$ cat config.mk
export PLATFORM = sky130hd
export DESIGN_NAME = fifo_pflag
export DESIGN_NICKNAME = d
export VERILOG_FILES = /design/src/rtl/fifo_pflag.sv
export SDC_FILE = /design/constraint.sdc
export NUM_CORES = 1
export LEC_CHECK = 0
export BUFFER_PORTS_ARGS = -buffer_cell sky130_fd_sc_hd__buf_2
export CAP_MARGIN = 40
export CORE_MARGIN = 2
export CORE_UTILIZATION = 54
export DETAILED_ROUTE_END_ITERATION = 7
export PLACE_DENSITY = 0.8
export SYNTH_ARGS = -nofsm -noshare
export SYNTH_HDL_FRONTEND = slang
export SYNTH_SLANG_ARGS = --single-unit
$ cat constraint.sdc
create_clock -name clk -period 3.16 [get_ports clk]
set_input_delay 0 -clock clk [delete_from_list [all_inputs] [get_ports clk]]
set_output_delay 0 -clock clk [all_outputs]
set_load 0.03 [all_outputs]
$ cat src/rtl/fifo_pflag.sv
module fifo_pflag #(
  parameter int DW = 8,
  parameter int AW = 4,
  parameter int FULL_MODE = 3,
  parameter int EMPTY_MODE = 3,
  parameter int FULL_SET_C = 13,
  parameter int FULL_CLR_C = 9,
  parameter int EMPTY_SET_C = 3,
  parameter int EMPTY_CLR_C = 5
) (
  input  logic          clk,
  input  logic          rst_n,
  input  logic          wr_en,
  input  logic [DW-1:0] wr_data,
  input  logic          rd_en,
  output logic [DW-1:0] rd_data,
  output logic          full,
  output logic          empty,
  output logic          wr_ok,
  output logic          wr_rej,
  output logic          rd_ok,
  output logic          rd_rej,
  output logic [AW:0]   level,
  input  logic [AW:0]   pf_set,
  input  logic [AW:0]   pf_clr,
  input  logic [AW:0]   pe_set,
  input  logic [AW:0]   pe_clr,
  output logic          prog_full,
  output logic          prog_empty
);
  localparam int DEPTH = 1 << AW;
  localparam int CW = AW + 1;
  localparam bit F_PORT = (FULL_MODE & 1) != 0;
  localparam bit F_RANGE = (FULL_MODE & 2) != 0;
  localparam bit E_PORT = (EMPTY_MODE & 1) != 0;
  localparam bit E_RANGE = (EMPTY_MODE & 2) != 0;

  logic [DW-1:0] mem [DEPTH];
  logic [AW-1:0] wptr, rptr;
  logic [AW:0]   lvl_nxt;
  logic [AW:0]   f_set, f_clr, e_set, e_clr;
  logic          w_go, r_go;

  assign full  = (level == CW'(DEPTH));
  assign empty = (level == '0);
  assign w_go  = wr_en && !full;
  assign r_go  = rd_en && !empty;
  assign lvl_nxt = level + CW'(w_go) - CW'(r_go);

  assign f_set = F_PORT ? pf_set : CW'(FULL_SET_C);
  assign f_clr = F_RANGE ? (F_PORT ? pf_clr : CW'(FULL_CLR_C)) : f_set;
  assign e_set = E_PORT ? pe_set : CW'(EMPTY_SET_C);
  assign e_clr = E_RANGE ? (E_PORT ? pe_clr : CW'(EMPTY_CLR_C)) : e_set;

  always_ff @(posedge clk) begin
    if (w_go) mem[wptr] <= wr_data;
  end

  always_ff @(posedge clk or negedge rst_n) begin
    if (!rst_n) begin
      wptr <= '0;
      rptr <= '0;
      level <= '0;
      rd_data <= '0;
      wr_ok <= 1'b0;
      wr_rej <= 1'b0;
      rd_ok <= 1'b0;
      rd_rej <= 1'b0;
      prog_full <= 1'b0;
      prog_empty <= 1'b1;
    end else begin
      if (w_go) wptr <= wptr + 1'b1;
      if (r_go) begin
        rptr <= rptr + 1'b1;
        rd_data <= mem[rptr];
      end
      level <= lvl_nxt;
      wr_ok <= w_go;
      wr_rej <= wr_en && full;
      rd_ok <= r_go;
      rd_rej <= rd_en && empty;
      if (lvl_nxt >= f_set) prog_full <= 1'b1;
      else if (lvl_nxt < f_clr) prog_full <= 1'b0;
      if (lvl_nxt <= e_set) prog_empty <= 1'b1;
      else if (lvl_nxt > e_clr) prog_empty <= 1'b0;
    end
  end
endmodule

; ---- Word-level counts from Yosys, hierarchy flattened
; Memory sizes are Yosys's and may differ from the RTL's. A register that Yosys moved wholly into a read port is not among the register bits.
; Cells that the tools add are included.
[word_totals]
regBits = 19
romBits = 0
word_cells = 35
inputBits = 32
mem_bits_rw = 128
n_memories = 1
out_inout_bits = 21
latchBits = 0
[mem_list]
columns = memory, depth, word_bits, read_ports, rd_clocked_by_memory_dff, wr, line_no
row1 = mem, 16, 8, 1, 1, 1, 38  ; logic [DW-1:0] mem [DEPTH];
[classes]
n_mul = 0
mux = 6
n_shift = 0
eq_ne = 1
n_bitwise = 0
n_reduce_logical = 10
div_mod_pow = 0
n_lt_le_gt_ge = 4
add_sub_neg = 4
[op_table]
columns = cell, count
row1 = "4-bit by 1-bit adder with 4-bit output, second input constant", 2
row2 = 1-bit 2-to-1 mux, 6
row3 = 5-bit by 1-bit adder with 5-bit output, 1
row4 = "5-bit equality test, second input constant", 1
row5 = 5-bit >= comparator, 1
row6 = 5-bit > comparator, 1
row7 = 5-bit less-or-equal comparator, 1
row8 = 5-bit zero test, 1
row9 = 5-bit < comparator, 1
row10 = 5-bit by 1-bit subtractor with 5-bit output, 1
row11 = 1-bit logical AND, 4
row12 = 2-bit nonzero test, 2
row13 = 1-bit zero test, 3

; ---- Longest topological paths before layout
; Gate-level depths: netlist (run 1).
[depth]
ltp_word = 8
mapped_depth = 20
mapped_depth_nobuf = 20

; ---- Worst setup path after synthesis (run 1)
; Ideal clock, no wire load.
[synth_timing]
path_kind = register to register
start = register level[3]
end = register prog_full
period_less_slack_ns = 3.932
t_arrival_ns = 3.801
slack_ns = -0.772
path_stages_with_launch = 21
setup_ns = 0.130
t_required_ns = 3.030
n_path_buf = 0
cell_sequence = dfrtp_1 -> inv_1 -> ha_1 -> nor4b_2 -> nand2b_1 -> inv_2 -> ha_1 -> inv_1 -> ha_1 -> inv_1 -> fa_1 -> inv_1 -> a21oi_1 -> nor2_1 -> nor2_1 -> xnor2_1 -> ha_1 -> a21oi_1 -> o21ai_0 -> a21oi_1 -> nand3_1
[synth_between]
elab_cells_between_ends = 12
classes_between = add/sub: 2 / order compare: 2 / eq/ne: 1 / mux: 1 / reduce/logical: 6
[synth_lines]
columns = item, line_no
row1 = from (decl), 23  ; output logic [AW:0] level,
row2 = from (signal assigned), 77  ; level <= lvl_nxt;
row3 = 5-bit zero test (*), 45  ; assign empty = (level == '0);
row4 = net empty, 18  ; output logic empty,
row5 = 1-bit zero test (*), 47  ; assign r_go = rd_en && !empty;
row6 = 1-bit logical AND (*), 47
row7 = net r_go, 42  ; logic w_go, r_go;
row8 = 5-bit by 1-bit subtractor with 5-bit output (*), 48  ; assign lvl_nxt = level + CW'(w_go) - CW'(r_go);
row9 = net lvl_nxt[4], 40  ; logic [AW:0] lvl_nxt;
row10 = 5-bit >= comparator / 5-bit < comparator (equally long branches), "82, 83"
row11 = 1-bit 2-to-1 mux / 2-bit nonzero test (equally long branches), --
row12 = to (signal assigned), 69  ; prog_full <= 1'b0;
row13 = to (signal assigned), 82  ; if (lvl_nxt >= f_set) prog_full <= 1'b1;
row14 = to (signal assigned), 83  ; else if (lvl_nxt < f_clr) prog_full <= 1'b0;
row15 = to (decl), 28  ; output logic prog_full,
; Mark *: on every way through the listed nets, which the timed path passes. The rest lies on a longest branch.
; A chain may end at the register's enable or synchronous reset.

; ---- Worst setup path in the final report (run 1)
[layout_timing]
start = register level[2]
end = register prog_full
[layout_between]
elab_cells_between_ends = 12
classes_between = add/sub: 2 / order compare: 2 / eq/ne: 1 / mux: 1 / reduce/logical: 6
[layout_lines]
columns = item, line_no
row1 = 5-bit zero test (*), 45
row2 = 1-bit zero test (*), 47
row3 = 1-bit logical AND (*), 47
row4 = net r_go, 42
row5 = 5-bit by 1-bit subtractor with 5-bit output (*), 48
row6 = net lvl_nxt[4], 40
row7 = 5-bit >= comparator / 5-bit < comparator (equally long branches), "82, 83"
row8 = 1-bit 2-to-1 mux / 2-bit nonzero test (equally long branches), --
; Marks and branches as above.

==> results of run 1 <==
-- registers in the layout (all words and copies together), names as in the netlist, 4 cells and up --
signal,flops
rd_data,8
wptr,4
mem,128
rptr,4
level,5
-- worst min-delay path, delay by kind of cell --
kind,cells,cell delay (ns)
AO/OA/AOI/OAI,1,0.04
AND/OR/NAND/NOR,1,0.08
adder cells (fa/ha/maj),1,0.14
buffers and inverters,2,0.15
-- final cells by class --
cell class                 count  area, µm²  area share
timing repair buffer          94      603.1     0.07391
sequential                   155       4524      0.5545
multi-input combinational    174       2043      0.2504
clock buffer                  21      440.4     0.05398
tap                          168      210.2     0.02576
inverter                      50      192.7     0.02362
clock inverter                11      145.1     0.01779
-- power by group through the flow --
stage	Sequential (mW)	Clock [mW]	Combinational, mW
CTS	2.84	2.03	3.13
detailed placement	2.87	0	3.06
finish	2.84	2.01	3.34
floorplan	2.92	0	2.10
global route	2.88	2.12	3.71
global placement	2.85	0	2.92
-- repair_timing --
action	CTS	global route
gates cloned	0	0
endpoints found under the hold margin	124	0
setup endpoints to repair	2	2
hold buffers	11	0
setup buffers	2	4
resized for setup	2	9
pin swaps	9	11
-- synth_stat cells, drive strengths merged (4+ instances only) --
| cell | number | area share |
|---|---|---|
| nand2b | 5 | 0.0046 |
| and2 | 6 | 0.0056 |
| dfrtp | 26 | 0.097 |
| clkbuf | 5 | 0.0028 |
| edfxtp | 128 | 0.57 |
| mux4 | 32 | 0.12 |
| a21oi | 8 | 0.0059 |
| xnor2 | 9 | 0.012 |
| inv | 49 | 0.027 |
| nor2 | 15 | 0.0084 |
| mux2i | 10 | 0.015 |
| nand2 | 8 | 0.0045 |
| buf | 9 | 0.012 |
| nand4 | 4 | 0.0037 |
| o22ai | 8 | 0.0074 |
| nand3 | 4 | 0.0037 |
| a211o | 8 | 0.010 |
| nor4 | 4 | 0.0037 |
| ha | 30 | 0.056 |
| nor3 | 4 | 0.0030 |
| o21ai | 4 | 0.0030 |
-- worst min-delay path by stage --
stage / startpoint / endpoint / slack [ns] / depth (start not counted)
CTS: pf_set[3] / prog_full / 0.02 / 5
finish: pf_set[4] / prog_full / 0.04 / 5
floorplan: rst_n / level[0] / -0.30 / 0
global route: pf_set[3] / prog_full / 0.07 / 5
detailed placement: rst_n / wr_ok / 0.08 / 1
global placement: rst_n / wr_ok / 0.06 / 1
-- routing by layer --
| metal | vias to the layer above | track usage | wire length (µm) |
|---|---|---|---|
| met1 | 1910 | 0.2956 | 5956 |
| met2 | 168 | 0.3575 | 6753 |
| met3 | 20 | 0.05126 | 968 |
| met4 | 0 | 0.07698 | 253 |
| li1 | 1701 | - | - |
| met5 | - | 0 | 0 |
-- cell families (layout without fill, tap and decap cells) --
logic type | after synthesis | in the layout | synth area share
simple gates | 57 | 57 | 0.04678
compound gates | 34 | 34 | 0.03341
fa+ha+maj | 31 | 31 | 0.05866
buf+inv | 64 | 176 | 0.04232
mux | 42 | 42 | 0.1351
xor+xnor | 10 | 10 | 0.01300
flops | 155 | 155 | 0.6707
==> flow_metrics.env, run 1 <==
export IMPL_viasPerCell=5.645
export IMPL_crit_path_start="level[2]"
export IMPL_clock_skew_final_ns=0.01072
export IMPL_crit_reg2reg_launch="level[2]"
export IMPL_drtAntennaViolNets=0
export IMPL_final_nets=555
export IMPL_die_area_mm2=0.01339
export IMPL_port_buffers=52
export IMPL_n_fill_cell=804
export IMPL_syn_avg_cell_area_um2=17.15
export IMPL_drive_gt1_frac=0.2891
export IMPL_syn_nets=456
export IMPL_fin_ws_ns=-0.1151
export IMPL_r2r_end="prog_full"
export IMPL_fin_util=0.6737
export IMPL_vias=3799
export IMPL_vdd_drop_max_mv=0.3921
export IMPL_synth_cells=393
export IMPL_power_frac_comb=0.408
export IMPL_final_setup_viol_count=2
export IMPL_drt_initial_drc_count=385
export IMPL_path_delay_family="adder cells"
export IMPL_drc=0
export IMPL_synth_warnings=0
export IMPL_overflow=0
export IMPL_critPathBufInv=5
export IMPL_critPathLaunchType="register"
export IMPL_cts_buffers=17
export IMPL_dpl_worst_slack_ns=-0.1361
export IMPL_placed_area_mm2=0.007363
export IMPL_clkLatencyLatePin_ns=0.42
export IMPL_clock_sinks=155
export IMPL_antenna_found_initial=0
export IMPL_synth_ff_type="edfxtp_1"
export IMPL_drt_wl_total_um=13930
export IMPL_whs_ns=0.03740
export IMPL_worstMarginPinSlew_ns=0.7072
export IMPL_worst_ep_required_time_ns=3.45
export IMPL_synth_seq_cells=155
export IMPL_crit_path_top_delay_cell="dfrtp_2"
export IMPL_std_cell_rows=40
export IMPL_clock_fmax_ghz=0.3053
export IMPL_slew_viol_final=0
export IMPL_dieWidth_um=115.7
export IMPL_violations="setup timing"
export IMPL_switching_share=0.3444
export IMPL_min_period_over_period=1.036
export IMPL_hpwl_um=8710
export IMPL_wire_per_inst_um=20.70
export IMPL_max_cap_violations=0
export IMPL_cp_depth=20
export IMPL_grt_max_degree=35
export IMPL_place_congestion=0.8707
export IMPL_final_common_cell="edfxtp_1"
export IMPL_clkPwrFrac=0.245
export IMPL_p_int_mw=5.373
export IMPL_crit_type="reg2reg"
export IMPL_hp_class="in2reg"
export IMPL_leakage_nw=3.261
export IMPL_dp_cells=624
export IMPL_p_switching_mw=2.822
export IMPL_async_flop_share=0.1742
export IMPL_ys_types=40
export IMPL_outcome="finished, violations left"
export IMPL_grt_total_usage=0.2196
export IMPL_rsz0062_at_grt="true"
export IMPL_crit_path_end_kind="register"
export IMPL_finalSetupTns_ns=-0.1518
export IMPL_synth_cell_area_mm2=0.006740
export IMPL_worstPathMaxFanout=4
export IMPL_mostFrequentLayoutCells="128 x edfxtp_1, 52 x buf_2, 42 x inv_1"
export IMPL_grt_pass1_vias=3909
export IMPL_antenna_cells=0
export IMPL_seq_power_share=0.347
export IMPL_slew_headroom=0.5285
export IMPL_synth_edf_count=128
export IMPL_firstDrtPassIters=5
export IMPL_ys_seq_area_frac=0.6707
export IMPL_grt_pass1_wl_um=20920
export IMPL_min_period_ns=3.275
export IMPL_clk_pin_slew_ns=0.06
export IMPL_cpMostUsedCell="inv_2"
export IMPL_arrival_ns=3.56
export IMPL_cts_max_level=4
export IMPL_die_h_um=115.7
export IMPL_areaGrowthSynthToFinish_pct=21.05
export IMPL_cts_tree="built"
export IMPL_powerDensity_mw_per_mm2=1004
export IMPL_final_cells=673
export IMPL_power_total_mw=8.194
export IMPL_reg2reg_slack_ns=-0.12
export IMPL_ios=53
export IMPL_r2r_cells=20
export IMPL_report_final_hold_viol_count=0
export IMPL_path_cells="inv_2 > ha_4 > nor4b_4 > nand2b_4 > inv_6 > ha_4 > inv_2 > ha_4 > inv_2 > fa_2 > inv_2 > a21oi_2 > nor2_2 > nor2_2 > xnor2_2 > ha_1 > a21oi_2 > o21ai_1 > a21oi_1 > nand3_1"
export IMPL_critPathMaxStageDelay_ns=0.41
export IMPL_cts_root_buf="clkbuf_16"
export IMPL_finish_instance_area_mm2=0.008159
export IMPL_clockBufferDepth=2
export IMPL_start_util=0.5565
export IMPL_worstSetupEndpoint="prog_full"
export IMPL_core_area_mm2=0.01211
(Power assumes the default switching activity.)
==> run 2, diff against run 1 <==
--- a/config.mk
+++ b/config.mk
@@ -8,9 +8,10 @@
 export BUFFER_PORTS_ARGS = -buffer_cell sky130_fd_sc_hd__buf_2
 export CAP_MARGIN = 40
 export CORE_MARGIN = 2
-export CORE_UTILIZATION = 54
+export CORE_UTILIZATION = 60
 export DETAILED_ROUTE_END_ITERATION = 7
-export PLACE_DENSITY = 0.8
+export HOLD_SLACK_MARGIN = 0.08
+export PLACE_DENSITY = 0.84
 export SYNTH_ARGS = -nofsm -noshare
 export SYNTH_HDL_FRONTEND = slang
 export SYNTH_SLANG_ARGS = --single-unit
==> constraint.sdc (replaced) <==
create_clock -name clk -period 3.2 [get_ports clk]
set_input_delay 0 -clock clk [delete_from_list [all_inputs] [get_ports clk]]
set_output_delay 0 -clock clk [all_outputs]
set_load 0.03 [all_outputs]
==> run 2 against run 1 <==
Clock power barely moved. Combinational power fell by 1%. Register-to-register slack improved by 0.099 ns. The run still ends with setup timing left. Largest cell class unchanged. Via count rose by 4.1%. Cell count fell by 1.6%.
==> flow_metrics.env, run 2 (synthesis results as in run 1) <==
export IMPL_antenna_found_initial=0
export IMPL_drc=0
export IMPL_n_fill_cell=584
export IMPL_max_cap_violations=0
export IMPL_finish_instance_area_mm2=0.008312
export IMPL_firstDrtPassIters=5
export IMPL_clk_pin_slew_ns=0.06
export IMPL_areaGrowthSynthToFinish_pct=23.32
export IMPL_finalSetupTns_ns=-0.01636
export IMPL_final_common_cell="edfxtp_1"
export IMPL_crit_path_end_kind="register"
export IMPL_whs_ns=0.1165
export IMPL_reg_top3="mem x128, rd_data x8, level x5"
export IMPL_grt_total_usage=0.2624
export IMPL_violations="setup timing"
export IMPL_critPathLaunchType="register"
export IMPL_min_period_ns=3.216
export IMPL_dieWidth_um=110.0
export IMPL_grt_max_degree=35
export IMPL_die_h_um=110.0
export IMPL_overflow=0
export IMPL_antenna_cells=0
export IMPL_ios=53
export IMPL_powerDensity_mw_per_mm2=981.6
export IMPL_hp_class="in2reg"
export IMPL_slew_viol_final=0
export IMPL_die_area_mm2=0.01210
export IMPL_leakage_nw=3.352
export IMPL_rsz0062_at_grt="true"
export IMPL_hold_path_end="prog_full"
export IMPL_drive_gt1_frac=0.2816
export IMPL_final_setup_viol_count=1
export IMPL_clock_fmax_ghz=0.3109
export IMPL_drtAntennaViolNets=0
export IMPL_drt_initial_drc_count=374
export IMPL_worst_ep_required_time_ns=3.62
export IMPL_fin_ws_ns=-0.01636
export IMPL_start_util=0.6191
export IMPL_placed_area_mm2=0.007306
export IMPL_std_cell_rows=38
export IMPL_wire_per_inst_um=22.59
export IMPL_r2r_end="prog_full"
export IMPL_place_congestion=0.8027
export IMPL_clock_sinks=155
export IMPL_clock_skew_final_ns=0.008744
export IMPL_cts_max_level=4
export IMPL_reg2reg_slack_ns=-0.02
export IMPL_arrival_ns=3.63
export IMPL_port_buffers=52
export IMPL_report_final_hold_viol_count=0
export IMPL_grt_pass1_wl_um=21970
export IMPL_crit_type="reg2reg"
export IMPL_cts_root_buf="clkbuf_8"
export IMPL_min_period_over_period=1.005
export IMPL_slew_headroom=0.5564
export IMPL_final_nets=572
export IMPL_dpl_worst_slack_ns=-0.1067
export IMPL_outcome="finished, violations left"
export IMPL_cts_tree="built"
export IMPL_viasPerCell=5.971
export IMPL_fin_util=0.7634
export IMPL_worstPathMaxFanout=2
export IMPL_largest_reg_flops=128
export IMPL_core_area_mm2=0.01089
export IMPL_cts_buffers=17
export IMPL_hpwl_um=8707
export IMPL_hold_start="pf_set[0]"
export IMPL_vias=3953
export IMPL_drt_wl_total_um=14960
export IMPL_regMostFlops="mem"
export IMPL_worstMarginPinSlew_ns=0.6654
export IMPL_r2r_cells=20
export IMPL_crit_reg2reg_launch="level[3]"
export IMPL_min_path_cells=7
export IMPL_vdd_drop_max_mv=0.7283
export IMPL_mostFrequentLayoutCells="128 x edfxtp_1, 52 x buf_2, 42 x inv_1"
export IMPL_clockBufferDepth=2
export IMPL_grt_pass1_vias=4006
export IMPL_clkLatencyLatePin_ns=0.54
run 2: changes by cell type in the layout (fill, tap and decap cells not counted), moves of 2 or more:
cell / before / now
clkbuf_8: 0 / 3
buf_4: 31 / 29
clkbuf_1: 4 / 0
dlygate4sd3_1: 11 / 29
inv_6: 2 / 4
run 2: area by class of cell:
cell class / count / area, µm² / share of cell area
tap: 140 / 175.2 / 0.02107
sequential: 155 / 4524 / 0.5443
clock buffer: 19 / 441.7 / 0.05314
inverter: 50 / 192.7 / 0.02318
timing repair buffer: 111 / 788.3 / 0.09484
clock inverter: 13 / 163.9 / 0.01972
multi-input combinational: 174 / 2026 / 0.2437
run 2: repair_timing:
item,CTS,global route
setup buffers,4,3
pin swaps,3,11
gates resized for setup,6,3
hold endpoints to repair,165,0
hold buffers,30,0
setup endpoints to repair,2,2
run 2: worst max path at each step:
| stage | start | depth (start not counted) | slack, ns | to |
|---|---|---|---|---|
| final | level[3] | 20 | -0.02 | prog_full |
| after global placement | level[3] | 20 | 0.07 | prog_empty |
| after CTS | level[3] | 20 | 0.0005 | prog_full |
| after floorplan | level[3] | 20 | -0.31 | prog_full |
| after detailed placement | level[3] | 20 | -0.11 | prog_empty |
| after global routing | level[2] | 20 | -0.20 | prog_full |
run 2: worst max-delay path, stage by stage, from the launching register on:
cell and delay (ns):
dfrtp_2 0.42, inv_2 0.08, ha_4 0.12, nor4b_4 0.25, nand2b_4 0.22, inv_6 0.04, ha_4 0.20, inv_2 0.05
ha_4 0.12, inv_2 0.03, fa_2 0.34, inv_2 0.06, a21oi_2 0.04, nor2_1 0.14, nor2_2 0.07, xnor2_2 0.14
ha_1 0.34, a21oi_2 0.14, o21ai_1 0.08, a21oi_1 0.12, nand3_1 0.09
run 2: per-layer routing:
layer,track usage,part of all wire,up-vias
li1,-,-,1742
met1,0.3331,0.40,1966
met2,0.4413,0.50,209
met3,0.06114,0.078,36
met4,0.1040,0.023,0
met5,0,0,-
run 2: stage by stage:
stage,cells,power [mW]
floorplan,393,4.958
global placement,593,5.668
detailed placement,593,5.836
CTS,659,8.059
global route,662,8.582
finish,662,8.159
run 2: power by group:
| part | internal, mW | leakage, nW | switching [mW] |
|---|---|---|---|
| clock | 1.24 | 0.297 | 0.807 |
| sequential | 2.52 | 1.48 | 0.296 |
| combinational | 1.54 | 1.58 | 1.77 |
==> run 3, diff against run 2 <==
--- a/config.mk
+++ b/config.mk
@@ -5,13 +5,14 @@
 export SDC_FILE = /design/constraint.sdc
 export NUM_CORES = 1
 export LEC_CHECK = 0
+export ABC_AREA = 1
 export BUFFER_PORTS_ARGS = -buffer_cell sky130_fd_sc_hd__buf_2
 export CAP_MARGIN = 40
 export CORE_MARGIN = 2
 export CORE_UTILIZATION = 60
 export DETAILED_ROUTE_END_ITERATION = 7
 export HOLD_SLACK_MARGIN = 0.08
-export PLACE_DENSITY = 0.84
+export PLACE_DENSITY = 0.83
 export SYNTH_ARGS = -nofsm -noshare
 export SYNTH_HDL_FRONTEND = slang
 export SYNTH_SLANG_ARGS = --single-unit
==> run 3 against run 2 <==
The run still ends with setup timing left. Via count is 35% higher. Register-to-register slack worse by 0.12 ns. First-iteration DRC count is 69% higher. Final area rose by 3.0%. Maximum frequency fell by 3.7%. Largest cell class unchanged.
==> flow_metrics.env, run 3 <==
export IMPL_reg_top3="mem x128, rd_data x8, level x5"
export IMPL_synthTopCellsByArea="edfxtp_1 53%, nand2_1 11%, dfrtp_1 9.0%"
export IMPL_whs_ns=0.08260
export IMPL_start_util=0.6099
export IMPL_slew_viol_final=0
export IMPL_synth_ff_type="edfxtp_1"
export IMPL_cts_root_buf="clkbuf_16"
export IMPL_powerDensity_mw_per_mm2=1013
export IMPL_dp_cells=919
export IMPL_crit_type="reg2reg"
export IMPL_drt_initial_drc_count=633
export IMPL_worstMarginPinSlew_ns=0.8042
export IMPL_yosys_top_cells_count="218 x nand2_1, 135 x inv_1, 128 x edfxtp_1"
export IMPL_violations="setup timing"
export IMPL_worst_ep_required_time_ns=3.56
export IMPL_slew_headroom=0.4619
export IMPL_syn_avg_cell_area_um2=9.911
export IMPL_clock_sinks=155
export IMPL_syn_nets=796
export IMPL_largest_reg_flops=128
export IMPL_ios=53
export IMPL_die_area_mm2=0.01300
export IMPL_drt_wl_total_um=16900
export IMPL_place_congestion=0.8830
export IMPL_mostFrequentLayoutCells="217 x nand2_1, 131 x inv_1, 128 x edfxtp_1"
export IMPL_port_buffers=52
export IMPL_antenna_found_initial=0
export IMPL_synth_warnings=0
export IMPL_critPathLaunchType="register"
export IMPL_fin_ws_ns=-0.1384
export IMPL_synth_cells=733
export IMPL_outcome="finished, violations left"
export IMPL_final_setup_viol_count=2
export IMPL_leakage_nw=3.963
export IMPL_ys_types=27
export IMPL_arrival_ns=3.70
export IMPL_clock_skew_final_ns=0.007407
export IMPL_vias=5352
export IMPL_synth_cell_area_mm2=0.007264
export IMPL_dpl_worst_slack_ns=-0.1593
export IMPL_final_nets=879
export IMPL_cts_tree="built"
export IMPL_drtAntennaViolNets=0
export IMPL_areaGrowthSynthToFinish_pct=17.81
export IMPL_clk_pin_slew_ns=0.06
export IMPL_overflow=0
export IMPL_wire_per_inst_um=17.33
export IMPL_clkLatencyLatePin_ns=0.42
export IMPL_cts_max_level=4
export IMPL_reg2reg_slack_ns=-0.14
export IMPL_clock_fmax_ghz=0.2995
export IMPL_viasPerCell=5.489
export IMPL_worstPathMaxFanout=4
export IMPL_antenna_cells=0
export IMPL_die_h_um=114.0
export IMPL_fin_util=0.7185
export IMPL_grt_pass1_wl_um=26730
export IMPL_vdd_drop_max_mv=0.9896
export IMPL_final_cells=975
export IMPL_synth_top_cell_area_share=0.5291
export IMPL_synth_edf_count=128
export IMPL_ys_seq_area_frac=0.6223
export IMPL_drc=0
export IMPL_final_common_cell="nand2_1"
export IMPL_n_fill_cell=770
export IMPL_grt_max_degree=67
export IMPL_grt_total_usage=0.2744
export IMPL_grt_pass1_vias=5461
export IMPL_dieWidth_um=114.0
export IMPL_yosysMostFrequentCell="nand2_1"
export IMPL_regMostFlops="mem"
export IMPL_firstDrtPassIters=8
export IMPL_hpwl_um=10300
export IMPL_synth_seq_cells=155
export IMPL_crit_path_end_kind="register"
export IMPL_drive_gt1_frac=0.1582
export IMPL_clockBufferDepth=2
export IMPL_async_flop_share=0.1742
export IMPL_min_period_ns=3.338
export IMPL_synth_largest_area_cell="edfxtp_1"
export IMPL_cts_buffers=17
export IMPL_rsz0062_at_grt="true"
export IMPL_min_period_over_period=1.043
export IMPL_max_cap_violations=0
export IMPL_std_cell_rows=40
export IMPL_hp_class="in2reg"
export IMPL_report_final_hold_viol_count=0
export IMPL_core_area_mm2=0.01191
run 3: through the flow:
step / total power [mW] / TNS, ns / instance area (µm²)
4_1_cts: 8.492 / -0.001287 / 8512
5_1_grt: 9.176 / -0.5173 / 8558
6_report: 8.668 / -0.2491 / 8558
3_3_place_gp: 6.059 / 0 / 7699
3_5_place_dp: 6.309 / -0.2427 / 7699
2_1_floorplan: 5.285 / -0.4787 / 7312
run 3: layer usage:
layer | vias to the layer above | wire (µm) | global-route usage
met5 | - | 0 | 0
met4 | 0 | 777 | 0.1520
met1 | 2487 | 6448 | 0.3319
met2 | 283 | 8490 | 0.4627
li1 | 2513 | - | -
met3 | 69 | 1181 | 0.05579
run 3: cells by family (layout without fill, tap and decap cells):
group	after synthesis	after routing	share of synthesized area
AOI/OAI and AO/OA	22	22	0.01688
adders and majority gates	31	31	0.05443
DFF	155	155	0.6223
and+or+nand+nor	347	347	0.1994
buffers and inverters	168	263	0.09490
xor gates and xnor gates	10	10	0.01206
run 3: worst paths after layout:
path                            start          to  cells past startpoint
min                         pf_set[0]   prog_full                      6
min reg2reg                rd_data[4]  rd_data[4]                      2
min in group asynchronous       rst_n  rd_data[0]                      2
max reg2reg                  level[3]  prog_empty                     21
max                          level[3]  prog_empty                     21
max in group asynchronous       rst_n    level[3]                      2
run 3: timing repair:
item | in CTS | in global routing
pin swaps | 10 | 8
buffers inserted | 5 | 4
hold buffers | 16 | 0
gates resized for setup | 10 | 4
hold endpoints to repair | 161 | 0
cloned | 0 | 0
setup endpoints to repair | 2 | 2
run 3: worst max-delay path: stages, from the launching register on:
cell and delay, ns:
dfrtp_2 0.41, inv_2 0.09, ha_4 0.14, nand3_2 0.07
or2_4 0.25, nand2_4 0.08, inv_4 0.04, ha_4 0.21
inv_4 0.05, ha_4 0.13, inv_2 0.04, fa_2 0.37
o21ai_2 0.14, a21oi_2 0.08, xor2_1 0.22, buf_4 0.20
ha_4 0.21, a21oi_2 0.13, o21ai_1 0.09, o21ai_1 0.16
nand2_1 0.08, nand3_1 0.07
run 3: final cells by class:
cell class | count | area (µm²) | area share
flip-flops and latches | 155 | 4524 | 0.5287
multi-input cells | 410 | 2165 | 0.2529
repair buffers | 90 | 589.3 | 0.06886
inverters | 142 | 538.0 | 0.06287
clock buffers | 19 | 432.9 | 0.05058
well taps | 147 | 183.9 | 0.02149
clock inverters | 12 | 125.1 | 0.01462
run 3: power breakdown:
group          total [mW]  switching, mW  internal (mW)
clock network        1.91          0.771           1.14
logic                4.06           2.61           1.45
registers            2.70          0.183           2.52
